File: config.mk
export PLATFORM = sky130hd
export DESIGN_NAME = overlay_code_sequencer
export DESIGN_NICKNAME = d
export VERILOG_FILES = /design/src/rtl/ovl_pkg.sv /design/src/rtl/ovl_code_store.sv /design/src/rtl/ovl_chip_stepper.sv /design/src/rtl/overlay_code_sequencer.sv
export SDC_FILE = /design/constraint.sdc
export NUM_CORES = 1
export LEC_CHECK = 0
export BUFFER_PORTS_ARGS = -buffer_cell sky130_fd_sc_hd__buf_2
export CAP_MARGIN = 15
export CORE_MARGIN = 5
export CORE_UTILIZATION = 50
export CTS_CLUSTER_SIZE = 28
export DETAILED_ROUTE_END_ITERATION = 12
export GPL_ROUTABILITY_DRIVEN = 1
export PLACE_DENSITY = 0.65
export SYNTH_ARGS = -nofsm -noshare
export SYNTH_HDL_FRONTEND = slang
export SYNTH_SLANG_ARGS = --single-unit
File: constraint.sdc
create_clock -name clk -period 6.6 [get_ports clk]
set_input_delay 0.33 -clock clk [delete_from_list [all_inputs] [get_ports clk]]
set_output_delay 0.33 -clock clk [all_outputs]
set_load 0.05 [all_outputs]
File: src/rtl/ovl_pkg.sv
package ovl_pkg;
    localparam int WORD_BITS     = 20;
    localparam int STROBE_BIT    = 23;
    localparam int STEP_BIT      = 20;
    localparam int LEN1_OFS      = 16;
    localparam int CTRL_EN_BIT   = 1;
    localparam int CTRL_CLR_BIT  = 2;
    localparam logic [4:0] ADDR_CTRL = 5'd18;
    localparam logic [4:0] ADDR_LENS = 5'd25;
    localparam logic [4:0] ADDR_SEQ0 = 5'd26;
    localparam logic [4:0] ADDR_SEQ1 = 5'd27;
    localparam int NUM_SEQ       = 2;
endpackage

File: src/rtl/ovl_code_store.sv
module ovl_code_store #(
    parameter int WORDS     = 10,
    parameter int WORD_BITS = 20,
    localparam int AW       = (WORDS > 1) ? $clog2(WORDS) : 1
) (
    input  logic                 clk,
    input  logic                 rst_n,
    input  logic                 clr_i,
    input  logic                 wr_i,
    input  logic                 strobe_i,
    input  logic                 step_i,
    input  logic [WORD_BITS-1:0] data_i,
    input  logic [AW-1:0]        rd_word_i,
    output logic [WORD_BITS-1:0] rd_data_o
);
    typedef struct packed {
        logic [WORDS-1:0][WORD_BITS-1:0] mem;
        logic [AW-1:0]                   wptr;
    } store_t;

    store_t st_d, st_q;

    always_comb begin
        st_d = st_q;
        if (clr_i) begin
            st_d.wptr = '0;
        end else if (wr_i) begin
            if (strobe_i) begin
                st_d.mem[st_q.wptr] = data_i;
            end
            if (step_i) begin
                st_d.wptr = (st_q.wptr == AW'(WORDS - 1)) ? '0 : st_q.wptr + AW'(1);
            end
        end
    end

    always_ff @(posedge clk) begin
        if (!rst_n) st_q <= '0;
        else        st_q <= st_d;
    end

    always_comb begin
        rd_data_o = '0;
        if (rd_word_i < AW'(WORDS)) rd_data_o = st_q.mem[rd_word_i];
    end

    // pointer reset clears the write slot
    a_r3_wptr_clear: assert property (@(posedge clk) disable iff (!rst_n)
        clr_i |=> (st_q.wptr == '0));
    // a step bit moves the write slot by one word
    a_r2_step: assert property (@(posedge clk) disable iff (!rst_n)
        (wr_i && step_i && !clr_i && st_q.wptr != AW'(WORDS - 1))
        |=> (st_q.wptr == $past(st_q.wptr) + AW'(1)));
    // without a strobed write the memory keeps its contents
    a_r1_no_store: assert property (@(posedge clk) disable iff (!rst_n)
        !(wr_i && strobe_i && !clr_i) |=> $stable(st_q.mem));
endmodule

File: src/rtl/ovl_chip_stepper.sv
module ovl_chip_stepper #(
    parameter int LEN_W     = 8,
    parameter int WORD_BITS = 20,
    parameter int AW        = 4,
    localparam int BW       = $clog2(WORD_BITS)
) (
    input  logic                 clk,
    input  logic                 rst_n,
    input  logic                 clr_i,
    input  logic                 adv_i,
    input  logic [LEN_W-1:0]     len_i,
    input  logic [WORD_BITS-1:0] rd_data_i,
    output logic [AW-1:0]        rd_word_o,
    output logic                 chip_o
);
    typedef struct packed {
        logic [LEN_W-1:0] pos;
        logic [AW-1:0]    word;
        logic [BW-1:0]    bitx;
    } step_t;

    step_t sp_d, sp_q;
    logic  at_last;

    assign at_last = (len_i == '0) || (sp_q.pos == len_i - LEN_W'(1));

    always_comb begin
        sp_d = sp_q;
        if (clr_i) begin
            sp_d = '0;
        end else if (adv_i) begin
            if (at_last) begin
                sp_d = '0;
            end else begin
                sp_d.pos = sp_q.pos + LEN_W'(1);
                if (sp_q.bitx == BW'(WORD_BITS - 1)) begin
                    sp_d.bitx = '0;
                    sp_d.word = sp_q.word + AW'(1);
                end else begin
                    sp_d.bitx = sp_q.bitx + BW'(1);
                end
            end
        end
    end

    always_ff @(posedge clk) begin
        if (!rst_n) sp_q <= '0;
        else        sp_q <= sp_d;
    end

    assign rd_word_o = sp_q.word;
    assign chip_o    = rd_data_i[sp_q.bitx];

    // the last position wraps to the start
    a_r6_wrap: assert property (@(posedge clk) disable iff (!rst_n)
        (adv_i && !clr_i && len_i != '0 && sp_q.pos == len_i - LEN_W'(1))
        |=> (sp_q.pos == '0));
    // without an advance or a clear the position holds
    a_r4_hold: assert property (@(posedge clk) disable iff (!rst_n)
        (!adv_i && !clr_i) |=> $stable(sp_q.pos));
    // a clear returns the read position to the start
    a_r3_rd_clear: assert property (@(posedge clk) disable iff (!rst_n)
        clr_i |=> (sp_q.pos == '0 && sp_q.word == '0));
endmodule

File: src/rtl/overlay_code_sequencer.sv
module overlay_code_sequencer
    import ovl_pkg::*;
#(
    parameter int MAX_LEN = 200
) (
    input  logic        clk,
    input  logic        rst_n,
    input  logic        pilot_mode_i,
    input  logic        reg_wr_i,
    input  logic [4:0]  reg_addr_i,
    input  logic [31:0] reg_wdata_i,
    input  logic        epoch_i,
    output logic        chip_valid_o,
    output logic [1:0]  chip_o
);
    localparam int WORDS = (MAX_LEN + WORD_BITS - 1) / WORD_BITS;
    localparam int AW    = (WORDS > 1) ? $clog2(WORDS) : 1;
    localparam int LEN_W = $clog2(MAX_LEN + 1);

    typedef struct packed {
        logic             en;
        logic [LEN_W-1:0] len0;
        logic [LEN_W-1:0] len1;
        logic             vld;
        logic [1:0]       chip;
    } regs_t;

    regs_t rg_d, rg_q;

    logic                 clr;
    logic [NUM_SEQ-1:0]   seq_wr;
    logic [NUM_SEQ-1:0]   adv;
    logic [NUM_SEQ-1:0]   cur_chip;
    logic [LEN_W-1:0]     len_sel  [NUM_SEQ];
    logic [AW-1:0]        rd_word  [NUM_SEQ];
    logic [WORD_BITS-1:0] rd_data  [NUM_SEQ];
    logic                 unused_wdata;

    assign unused_wdata = ^reg_wdata_i;

    assign clr       = reg_wr_i && (reg_addr_i == ADDR_CTRL) && reg_wdata_i[CTRL_CLR_BIT];
    assign seq_wr[0] = reg_wr_i && (reg_addr_i == ADDR_SEQ0);
    assign seq_wr[1] = reg_wr_i && (reg_addr_i == ADDR_SEQ1);
    assign adv[0]    = epoch_i && rg_q.en;
    assign adv[1]    = epoch_i && rg_q.en && pilot_mode_i;
    assign len_sel[0] = rg_q.len0;
    assign len_sel[1] = rg_q.len1;

    always_comb begin
        rg_d     = rg_q;
        rg_d.vld = epoch_i;
        if (reg_wr_i && reg_addr_i == ADDR_CTRL) begin
            rg_d.en = reg_wdata_i[CTRL_EN_BIT];
        end
        if (reg_wr_i && reg_addr_i == ADDR_LENS) begin
            rg_d.len0 = reg_wdata_i[LEN_W-1:0];
            rg_d.len1 = reg_wdata_i[LEN1_OFS +: LEN_W];
        end
        if (epoch_i) begin
            rg_d.chip[0] = adv[0] && cur_chip[0];
            rg_d.chip[1] = adv[1] && cur_chip[1];
        end else begin
            rg_d.chip = '0;
        end
    end

    always_ff @(posedge clk) begin
        if (!rst_n) rg_q <= '0;
        else        rg_q <= rg_d;
    end

    for (genvar s = 0; s < NUM_SEQ; s++) begin : g_seq
        ovl_code_store #(
            .WORDS     (WORDS),
            .WORD_BITS (WORD_BITS)
        ) u_store (
            .clk       (clk),
            .rst_n     (rst_n),
            .clr_i     (clr),
            .wr_i      (seq_wr[s]),
            .strobe_i  (reg_wdata_i[STROBE_BIT]),
            .step_i    (reg_wdata_i[STEP_BIT]),
            .data_i    (reg_wdata_i[WORD_BITS-1:0]),
            .rd_word_i (rd_word[s]),
            .rd_data_o (rd_data[s])
        );

        ovl_chip_stepper #(
            .LEN_W     (LEN_W),
            .WORD_BITS (WORD_BITS),
            .AW        (AW)
        ) u_step (
            .clk       (clk),
            .rst_n     (rst_n),
            .clr_i     (clr),
            .adv_i     (adv[s]),
            .len_i     (len_sel[s]),
            .rd_data_i (rd_data[s]),
            .rd_word_o (rd_word[s]),
            .chip_o    (cur_chip[s])
        );
    end

    assign chip_valid_o = rg_q.vld;
    assign chip_o       = rg_q.chip;

    // an epoch yields a valid chip on the next cycle
    a_r5_valid: assert property (@(posedge clk) disable iff (!rst_n)
        epoch_i |=> chip_valid_o);
    // no epoch, no valid
    a_r5_pulse: assert property (@(posedge clk) disable iff (!rst_n)
        !epoch_i |=> (!chip_valid_o && chip_o == 2'b00));
    // disabled sequences give no inversion
    a_r4_plus_one: assert property (@(posedge clk) disable iff (!rst_n)
        (epoch_i && !rg_q.en) |=> (chip_o == 2'b00));
    // sequence 1 idle outside pilot mode
    a_r7_seq1_idle: assert property (@(posedge clk) disable iff (!rst_n)
        (epoch_i && !pilot_mode_i) |=> !chip_o[1]);
endmodule

==> run metrics <==
status finished clean; first-pass GRT wire length 92800 um; footprint of the multi-input gates 11700 sq um; CTS sink count 462; Vias per Instance 5.72; Max Buffers Root-to-Sink 3; syn nets 2394; Highest Clock Rate 0.304 GHz; Async S/R FF share, synth 0%; endpoint class of the critical path flip-flop; Initial Util 50.7%; Fill cells 3832; max incr delay on CP 0.70 ns; leak pwr 8.11 nW; Critical Path Start Type flip-flop; CP Depth 7; Yosys cell types 72; RSZ-0062 raised after global routing false; post_cts resized 0; Post-Syn Instances 2344; crit path time final 3.29 ns; Final nets 2298; via count 16414; number of H-tree levels 2; worst path bufs/invs 1; first drt pass iteration count 7; Die Height 219 um; Slew @ Worst Pin 1.12 ns; Ys Warns 0; 1st-iter DRT viols 1285; Clk Latency, worst-skew pair 0.58 ns; most common cell in the netlist nand2_1; HP Class in2reg; Cell Pwr Density 238 nW/um^2; area of the mapped netlist 21900 sq um; main area contributors after synthesis dfxtp_1 (42%), mux2i_1 (10%), mux4_2 (8.9%); CTS tree built; delay-heaviest family, CP multiplexers; clock tree root driver cell clkbuf_16; crit share post-route 49.9%; setup TNS 0 ns; post-DR wirelength/cell 20.7 um; CTS Buf Count 49; Worst slew margin 25.1%; # port buffers 36; remaining routing DRC violations 0; clk slew on worst S/H paths 0.06 ns; Yosys reg bits 462; pin count of the biggest net entering global routing 171; Post-CTS Setup Bufs 0; Layout area overhead 8.29%; WHS 0.0260 ns; sequential element share of the synthesized area 42.2%; die footprint 48100 sq um; die width 219 um; R2R depth 7; Finish-stage setup viols 0; Final ANT Viol Nets 0; GP Congestion 0.849; Register Area 9260 sq um; share of layout cells above drive strength 1 11.6%; Max IR drop VDD 176 uV; total wire length 59500 um; # IOs 45; leading area contributor after synthesis dfxtp_1; critical path class reg2reg; Max-Cap Viols 0; Worst Path Max Fanout 29; CP required 7.06 ns; EDFF count, synth 0; top post-synthesis cells by count nand2_1 (519), dfxtp_1 (462), a21boi_0 (230), mux2i_1 (218), nor2b_1 (190); Yosys top cell area share 42.2%; cells along the critical path buf_4 -> mux4_2 -> mux4_2 -> a211oi_1 -> nor2_1 -> a211oi_1 -> nor3_1; Top FF cell, synth dfxtp_1; initial antenna violation count 6; Rows 76; Slew Viols, Final 0; DPL Wire Length 35100 um; total gr overflow 0; gr usage total 24.5%; core area 43300 sq um; clock skew 0.0174 ns; vias in the first global route 16264; hold path depth 3; Hold Fails Final Rpt 0; crit path DAT 3.75 ns; Post-Syn Area per Cell 9.35 sq um; slowest cell on the critical path dfxtp_2
==> logic make-up (layout without fill, tap and decap cells) <==
logic type	Yosys count	after routing	share of synthesized area, %
and+or+nand+nor	930	930	19.6
AOI/OAI and AO/OA	353	353	11.8
buffers and inverters	234	173	4.79
xor gates and xnor gates	40	40	1.60
other	0	1	0
DFF	462	462	42.2
muxes	317	317	19.5
adders and majority gates	8	8	0.457
==> cell usage in the layout (no fill, tap or decap), drive strengths merged, types with 6 or more instances in the layout <==
cell,Yosys,layout
a21boi,241,241
a21oi,28,28
a22oi,6,6
a31oi,9,9
buf,66,67
clkbuf,149,81
dfxtp,462,462
ha,8,8
inv,18,19
mux2,12,12
mux2i,218,218
mux4,87,87
nand2,519,519
nand2b,9,9
nand3,54,54
nand4,18,18
nor2,71,71
nor2b,190,190
nor3,25,25
nor3b,6,6
o21ai,19,19
o31ai,6,6
xnor2,17,17
xor2,23,23
==> state kept, by name (all words and copies together) (netlist names) <==
name,flops
g_seq.u_step.sp_q,26
chip_valid_o,1
g_seq.u_store.st_q,408
chip_o,2
g_seq.u_step.rd_word_o,8
len_sel,16
rg_q,1
==> power breakdown <==
| part | leakage, nW | internal [mW] | total (mW) | switching (mW) |
|---|---|---|---|---|
| Combinational | 3.62 | 0.0555 | 0.175 | 0.119 |
| Sequential | 3.72 | 2.79 | 2.79 | 0.00199 |
| Clock | 0.768 | 1.57 | 2.67 | 1.11 |
==> layer usage <==
metal | GRT usage (%) | vias up | part of all wire (%)
met5 | 0 | - | 0.10
met4 | 6.30 | 10 | 1.7
met3 | 5.57 | 81 | 7.6
met2 | 38.2 | 475 | 44
met1 | 34.6 | 8033 | 46
li1 | - | 7815 | -
==> timing repair <==
action,CTS,global route
endpoints found under the hold margin,1,0
hold buffers,1,0
setup endpoints to repair,0,0
==> tightest hold or removal path: cells and delay by family <==
| kind | cells | cell delay (ns) |
|---|---|---|
| simple gates | 1 | 0.10 |
| buf+inv | 1 | 0.07 |
| mux | 1 | 0.06 |
==> layout make-up <==
class | instances | area share (%)
Clock inverter | 5 | 0.121
Tap cell | 585 | 3.08
Sequential cell | 462 | 39.0
Antenna cell | 1 | 0.0105
Multi-Input combinational cell | 1648 | 49.2
Timing Repair Buffer | 68 | 1.82
Clock buffer | 81 | 6.44
Inverter | 19 | 0.300
==> stage by stage <==
| stage | setup WS (ns) | instance area (sq um) | utilization [%] | std cells | power, mW |
|---|---|---|---|---|---|
| after CTS | 3.33 | 23700 | 54.8 | 2868 | 5.69 |
| final | 3.31 | 23700 | 54.9 | 2869 | 5.64 |
| after floorplan | 4.42 | 21900 | - | 2344 | 2.96 |
| after detailed placement | 3.35 | 22200 | 51.2 | 2781 | 3.02 |
| after global placement | 3.39 | 22200 | 51.2 | 2781 | 3.02 |
| after global routing | 3.26 | 23700 | 54.8 | 2868 | 5.81 |
==> final timing paths <==
kind                                             startpoint                                       to  slack (ns)
setup / recovery  g_seq[0].u_step.rd_word_o[1]$_SDFFE_PP0P_                     chip_o[0]$_SDFF_PN0_        3.31
setup reg to reg  g_seq[0].u_step.rd_word_o[1]$_SDFFE_PP0P_                     chip_o[0]$_SDFF_PN0_        3.31
hold reg to reg     g_seq[1].u_store.st_q[166]$_SDFFE_PN0P_  g_seq[1].u_store.st_q[166]$_SDFFE_PN0P_        0.45
hold / removal                              reg_wdata_i[21]                  len_sel[5]$_SDFFE_PN0P_        0.03
No activity file was read; power rests on OpenSTA's default activity.
